## src/rtl/cardcfg_pkg.sv

```systemverilog
package cardcfg_pkg;

    localparam int PAGE_W       = 2;
    localparam int SRST_BIT     = 7;
    localparam int PD_BIT       = 2;
    localparam int PAIR_IDX_W   = PAGE_W + 1;
    localparam logic [PAGE_W-1:0] PAGE_DEAD = 2'b11;
    localparam logic [15:0] OPT_OFFSET  = 16'h4000;
    localparam logic [15:0] STAT_OFFSET = 16'h4002;

    typedef struct packed {
        logic              srst;
        logic [PAGE_W-1:0] page;
        logic              pwrdn;
    } cfg_regs_t;

    typedef enum logic [1:0] {
        HC_IDLE   = 2'd0,
        HC_ATTR   = 2'd1,
        HC_COMMON = 2'd2
    } host_cyc_e;

    function automatic host_cyc_e classify(input logic reg_n, input logic ce1_n,
                                           input logic ce2_n);
        host_cyc_e k;
        if (ce1_n && ce2_n) k = HC_IDLE;
        else if (!reg_n)    k = HC_ATTR;
        else                k = HC_COMMON;
        return k;
    endfunction

    function automatic logic [7:0] opt_image(input cfg_regs_t r);
        logic [7:0] v;
        v = '0;
        v[SRST_BIT]      = r.srst;
        v[PAGE_W-1:0]    = r.page;
        return v;
    endfunction

    function automatic logic [7:0] stat_image(input cfg_regs_t r);
        logic [7:0] v;
        v = '0;
        v[PD_BIT] = r.pwrdn;
        return v;
    endfunction

endpackage

```

## src/rtl/cardcfg_regs.sv

```systemverilog
module cardcfg_regs
    import cardcfg_pkg::*;
#(
    parameter int ADDR_W = 26,
    parameter bit PAGED  = 1'b1
) (
    input  logic              clk,
    input  logic              rst,
    input  logic              reg_n,
    input  logic              ce1_n,
    input  logic              we_n,
    input  logic [ADDR_W-1:0] addr,
    input  logic [7:0]        din,
    output cfg_regs_t         regs
);

    localparam logic [ADDR_W-1:0] OPT_A  = ADDR_W'(OPT_OFFSET);
    localparam logic [ADDR_W-1:0] STAT_A = ADDR_W'(STAT_OFFSET);

    logic we_q;
    logic wr_evt;
    logic sel_opt;
    logic sel_stat;
    logic unused_din;

    assign unused_din = ^{din[6:3]};
    assign wr_evt   = !we_q && we_n;
    assign sel_opt  = !reg_n && !ce1_n && (addr == OPT_A);
    assign sel_stat = !reg_n && !ce1_n && (addr == STAT_A);

    always_ff @(posedge clk) begin
        if (rst) begin
            we_q <= 1'b1;
            regs <= '0;
        end else begin
            we_q <= we_n;
            if (wr_evt && sel_opt) begin
                if (din[SRST_BIT]) begin
                    regs.srst  <= 1'b1;
                    regs.page  <= '0;
                    regs.pwrdn <= 1'b0;
                end else if (regs.srst) begin
                    regs <= '0;
                end else begin
                    regs.page <= PAGED ? din[PAGE_W-1:0] : '0;
                end
            end else if (wr_evt && sel_stat && !regs.srst) begin
                regs.pwrdn <= din[PD_BIT];
            end
        end
    end

endmodule

```

## src/rtl/cardcfg_readmux.sv

```systemverilog
module cardcfg_readmux
    import cardcfg_pkg::*;
#(
    parameter int ADDR_W = 26
) (
    input  logic              reg_n,
    input  logic              ce1_n,
    input  logic              oe_n,
    input  logic [ADDR_W-1:0] addr,
    input  cfg_regs_t         regs,
    output logic [7:0]        rdata
);

    localparam logic [ADDR_W-1:0] OPT_A  = ADDR_W'(OPT_OFFSET);
    localparam logic [ADDR_W-1:0] STAT_A = ADDR_W'(STAT_OFFSET);

    logic rd_cycle;

    assign rd_cycle = !reg_n && !ce1_n && !oe_n;

    always_comb begin
        rdata = 8'h00;
        if (rd_cycle) begin
            if (addr == OPT_A)       rdata = opt_image(regs);
            else if (addr == STAT_A) rdata = stat_image(regs);
        end
    end

endmodule

```

## src/rtl/cardcfg_pairdec.sv

```systemverilog
module cardcfg_pairdec
    import cardcfg_pkg::*;
#(
    parameter int NUM_PAIRS = 6,
    parameter bit PAGED     = 1'b1
) (
    input  host_cyc_e         cyc,
    input  logic              ok,
    input  logic [PAGE_W-1:0] page,
    input  logic              addr_msb,
    output logic [NUM_PAIRS-1:0] pair_en
);

    logic [PAIR_IDX_W-1:0] idx;
    logic                  go;

    generate
        if (PAGED) begin : g_paged
            assign idx = {page, addr_msb};
        end else begin : g_flat
            logic unused_page;
            assign unused_page = ^page;
            assign idx = {{PAGE_W{1'b0}}, addr_msb};
        end
    endgenerate

    assign go = (cyc == HC_COMMON) && ok;

    generate
        for (genvar i = 0; i < NUM_PAIRS; i++) begin : g_pair
            assign pair_en[i] = go && (idx == PAIR_IDX_W'(i));
        end
    endgenerate

endmodule

```

## src/rtl/cardcfg_pager.sv

```systemverilog
module cardcfg_pager
    import cardcfg_pkg::*;
#(
    parameter int ADDR_W    = 26,
    parameter int NUM_PAIRS = 6
) (
    input  logic                 clk,
    input  logic                 rst,
    input  logic                 reg_n,
    input  logic                 ce1_n,
    input  logic                 ce2_n,
    input  logic                 oe_n,
    input  logic                 we_n,
    input  logic [ADDR_W-1:0]    addr,
    input  logic [7:0]           din,
    output logic [7:0]           rdata,
    output logic [NUM_PAIRS-1:0] pair_en,
    output logic                 dev_pwrdn,
    output logic                 mem_ok
);

    localparam bit PAGED = (NUM_PAIRS > 2);

    cfg_regs_t regs;
    host_cyc_e cyc;
    logic      dead_page;

    cardcfg_regs #(.ADDR_W(ADDR_W), .PAGED(PAGED)) u_regs (
        .clk   (clk),
        .rst   (rst),
        .reg_n (reg_n),
        .ce1_n (ce1_n),
        .we_n  (we_n),
        .addr  (addr),
        .din   (din),
        .regs  (regs)
    );

    cardcfg_readmux #(.ADDR_W(ADDR_W)) u_rmux (
        .reg_n (reg_n),
        .ce1_n (ce1_n),
        .oe_n  (oe_n),
        .addr  (addr),
        .regs  (regs),
        .rdata (rdata)
    );

    assign cyc       = classify(reg_n, ce1_n, ce2_n);
    assign dead_page = PAGED && (regs.page == PAGE_DEAD);
    assign dev_pwrdn = rst || regs.srst || regs.pwrdn;
    assign mem_ok    = !dev_pwrdn && !dead_page;

    cardcfg_pairdec #(.NUM_PAIRS(NUM_PAIRS), .PAGED(PAGED)) u_dec (
        .cyc      (cyc),
        .ok       (mem_ok),
        .page     (regs.page),
        .addr_msb (addr[ADDR_W-1]),
        .pair_en  (pair_en)
    );

endmodule

```

## config.mk

```make
export PLATFORM = sky130hd
export DESIGN_NAME = cardcfg_pager
export DESIGN_NICKNAME = d
export VERILOG_FILES = /design/src/rtl/cardcfg_pkg.sv /design/src/rtl/cardcfg_regs.sv /design/src/rtl/cardcfg_readmux.sv /design/src/rtl/cardcfg_pairdec.sv /design/src/rtl/cardcfg_pager.sv
export SDC_FILE = /design/constraint.sdc
export NUM_CORES = 1
export LEC_CHECK = 0
export BUFFER_PORTS_ARGS = -buffer_cell sky130_fd_sc_hd__buf_2
export CAP_MARGIN = 20
export CORE_MARGIN = 10
export CORE_UTILIZATION = 30
export CTS_CLUSTER_SIZE = 40
export DETAILED_ROUTE_END_ITERATION = 8
export HOLD_SLACK_MARGIN = 0.06
export MAX_ROUTING_LAYER = met4
export PLACE_DENSITY = 0.71
export SETUP_SLACK_MARGIN = 0.2
export SLEW_MARGIN = 25
export SYNTH_ARGS = -nofsm -noshare
export SYNTH_HDL_FRONTEND = slang
export SYNTH_HIERARCHICAL = 1
export SYNTH_SLANG_ARGS = --single-unit
```

## constraint.sdc

```tcl
create_clock -name clk -period 1.7 [get_ports clk]
set_clock_uncertainty 0.15 [all_clocks]
set_input_delay 0.51 -clock clk [delete_from_list [all_inputs] [get_ports clk]]
set_output_delay 0.51 -clock clk [all_outputs]
set_load 0.05 [all_outputs]
```

==> summary.md <==
| Metric | Value |
|---|---|
| Total GRT Usage | 17.1% |
| Worst EP arrival | 1.73 ns |
| Final WS setup | -0.689 ns |
| H-tree depth | 1 |
| CTS max path bufs | 2 |
| Synth-to-layout area growth | 202% |
| Clk root buf | clkbuf_4 |
| Most frequent cell after synthesis | nor4_1 |
| Met3 wire length | 374 um |
| Worst r2r src | u_regs/we_q |
| WP data required | 1.04 ns |
| Num ports | 57 |
| Global placer's final weighted congestion | 0.769 |
| Crit path time final | 2.39 ns |
| Via density | 5.66 |
| Die area | 4160 sq um |
| Post-Route M1 WL | 1840 um |
| Uppermost layer routed | met4 |
| Status | finished, violations left |
| Leak | 0.741 nW |
| Core Rows | 16 |
| VDD IR-drop max | 0.345 mV |
| Gate count of the mapped netlist | 71 |
| Top cells by area, synth | dfxtp_1 (17%), nor4_1 (11%), nand2b_1 (6.3%) |
| Post-synth cell types | 28 |
| Final Util | 93.3% |
| Mapped Area | 594 sq um |
| Fmax | 419 MHz |
| Final Non-Filler Cells | 193 |
| ANT nets after route | 0 |
| Async SR Flop Fraction | 0% |
| WHS Path Cells | 3 |
| Share of cells above drive strength 1 | 80.5% |
| Vias in the first global route | 1088 |
| Worst R2R Path Depth | 5 |
| Setup-failing EPs final | 16 |
| Later-pin clock latency in the skew report | 0.25 ns |
| Overflow after GRT | 0 |
| Fin area | 1790 sq um |
| Initial antenna violation count | 1 |
| Inst Count DP | 180 |
| Unrepaired setup endpoints after global routing | true |
| Wirelength per Cell | 26.8 um |
| Pwr per Cell Area | 333 nW/um^2 |
| Initial Util | 30.9% |
| CTS tree | done |
| Die height | 64.5 um |
| 1st-pass router iterations | 4 |
| Clk sinks | 5 |
| Period utilization | 141% |
| Final nets | 206 |
| Hold_buf cts | 0 |
| DP Area | 1270 sq um |
| Met2 Routed Length | 2660 um |
| Number of synthesized flops with an enable pin | 0 |
| R2R Setup Slk | 0.16 ns |
| Total of max-cap violations | 0 |
| Final-report hold violation count | 0 |
| Worst-path clk slew | 0.06 ns |
| Seq/Total Area, Yosys | 16.8% |
| Top FF cell, synth | dfxtp_1 |
| Critical Path Start Type | register |
| DIE WIDTH | 64.5 um |
| Worst Hold Endpoint | u_regs/regs[2] |
| Worst reg2reg path endpoint | u_regs/regs[0] |
| Hold Crit Start | din[1] |
| Cell taking the most area after synthesis | dfxtp_1 |
| First-pass GRT wire length | 5600 um |
| Dpl hpwl | 2520 um |
| #FFs+latches synth | 5 |
| WL final | 5170 um |
| Critical path peak fanout | 3 |
| Failing checks | setup timing |
| Synth warn | 6 |
| Worst Setup End Kind | output pin |
| DRC viols | 0 |
| Final Slew Violations | 0 |
| Syn_area_per_cell | 8.37 sq um |
| Port Buffers | 48 |
| Vias | 1092 |
| Top cells by count, synth | nor4_1 (10), nor2_1 (7), nand2b_1 (6), dfxtp_1 (5) |
| Synth top area share | 16.8% |
| Hold WC Path Type | in -> reg |
| Total core area | 1920 sq um |
| Largest net degree at the start of global routing | 9 |
| Cts bufs inserted | 3 |
| WS Path Type | reg -> out |
| Initial drt markers | 61 |
state kept, by name, summed over array words and instances (netlist names):
name         cells
u_regs/we_q      1
u_regs/regs      4
metal layers:
metal  track usage (%)  vias to the layer above
li1                  -                      467
met1              15.9                      523
met2              33.0                       84
met3              4.12                       18
met4              6.15                        0
met5                 -                        -
placed cells by master, fill, tap and decap left out, drive strengths merged:
cell,n
conb,4
nor4,14
a21oi,1
a21boi,1
nor3,5
nand4,3
a2111oi,2
diode,2
or3,1
nand4bb,2
or4,1
buf,90
nand2,4
nand3,2
nor3b,1
o32ai,1
nor4b,2
nand2b,7
nand3b,3
or2,1
dfxtp,5
clkbuf,4
mux2i,3
nor2,7
worst max-delay path: stages (launching register included):
cell	delay (ns)
dfxtp_4	0.36
a2111oi_4	0.37
buf_4	0.22
nand2b_4	0.07
buf_6	0.12
nor4_4	0.13
buf_6	0.19
power by group:
part / switching, W / internal [W]
sequential: 0.000000579 / 0.000117
clock: 0.0000700 / 0.0000901
combinational: 0.000160 / 0.000160
total: 0.000230 / 0.000367
metrics by stage:
stage	setup TNS, ns	total power, W	hold slack, ns	worst slack (ns)
6_report	-7.62	0.000598	0.374	-0.689
3_5_place_dp	-8.40	0.000332	0.510	-0.762
3_3_place_gp	-7.82	0.000325	0.488	-0.732
5_1_grt	-7.94	0.000612	0.375	-0.747
4_1_cts	-6.25	0.000519	0.372	-0.635
2_1_floorplan	-9.31	0.000205	0.363	-1.06
worst max path at each step:
stage	from	to	slack [ns]	depth (start not counted)
2_1_floorplan	u_regs/regs[1]	pair_en[1]	-1.06	3
3_3_place_gp	addr[16]	rdata[0]	-0.73	4
3_5_place_dp	addr[0]	rdata[7]	-0.76	6
4_1_cts	addr[21]	rdata[2]	-0.63	4
5_1_grt	u_regs/regs[1]	pair_en[0]	-0.75	6
6_report	u_regs/regs[1]	pair_en[0]	-0.69	6
repair_timing:
item                                    4_1_cts  5_1_grt
endpoints found under the setup margin       16       16
resized for setup                            61       36
endpoints found under the hold margin         0        0
pin swaps                                    23       17
buffers inserted                              4        3
cells by family (layout without fill, tap and decap cells):
kind of cell    count (synthesis)  after routing  synth area share (%)
simple gates                   53             53                  63.8
compound gates                  5              5                  8.63
flops                           5              5                  16.8
buf+inv                         4             94                  5.05
mux                             3              3                  5.05
other cells                     1              6                 0.631
cell type report:
cell class	instances	area (sq um)
Timing Repair Buffer	90	820
Multi-Input combinational cell	65	801
Fill cell	65	129
Sequential cell	5	108
Tap cell	27	33.8
Clock buffer	4	26.3
Antenna cell	2	5.00
No activity file was read; power rests on OpenSTA's default activity.
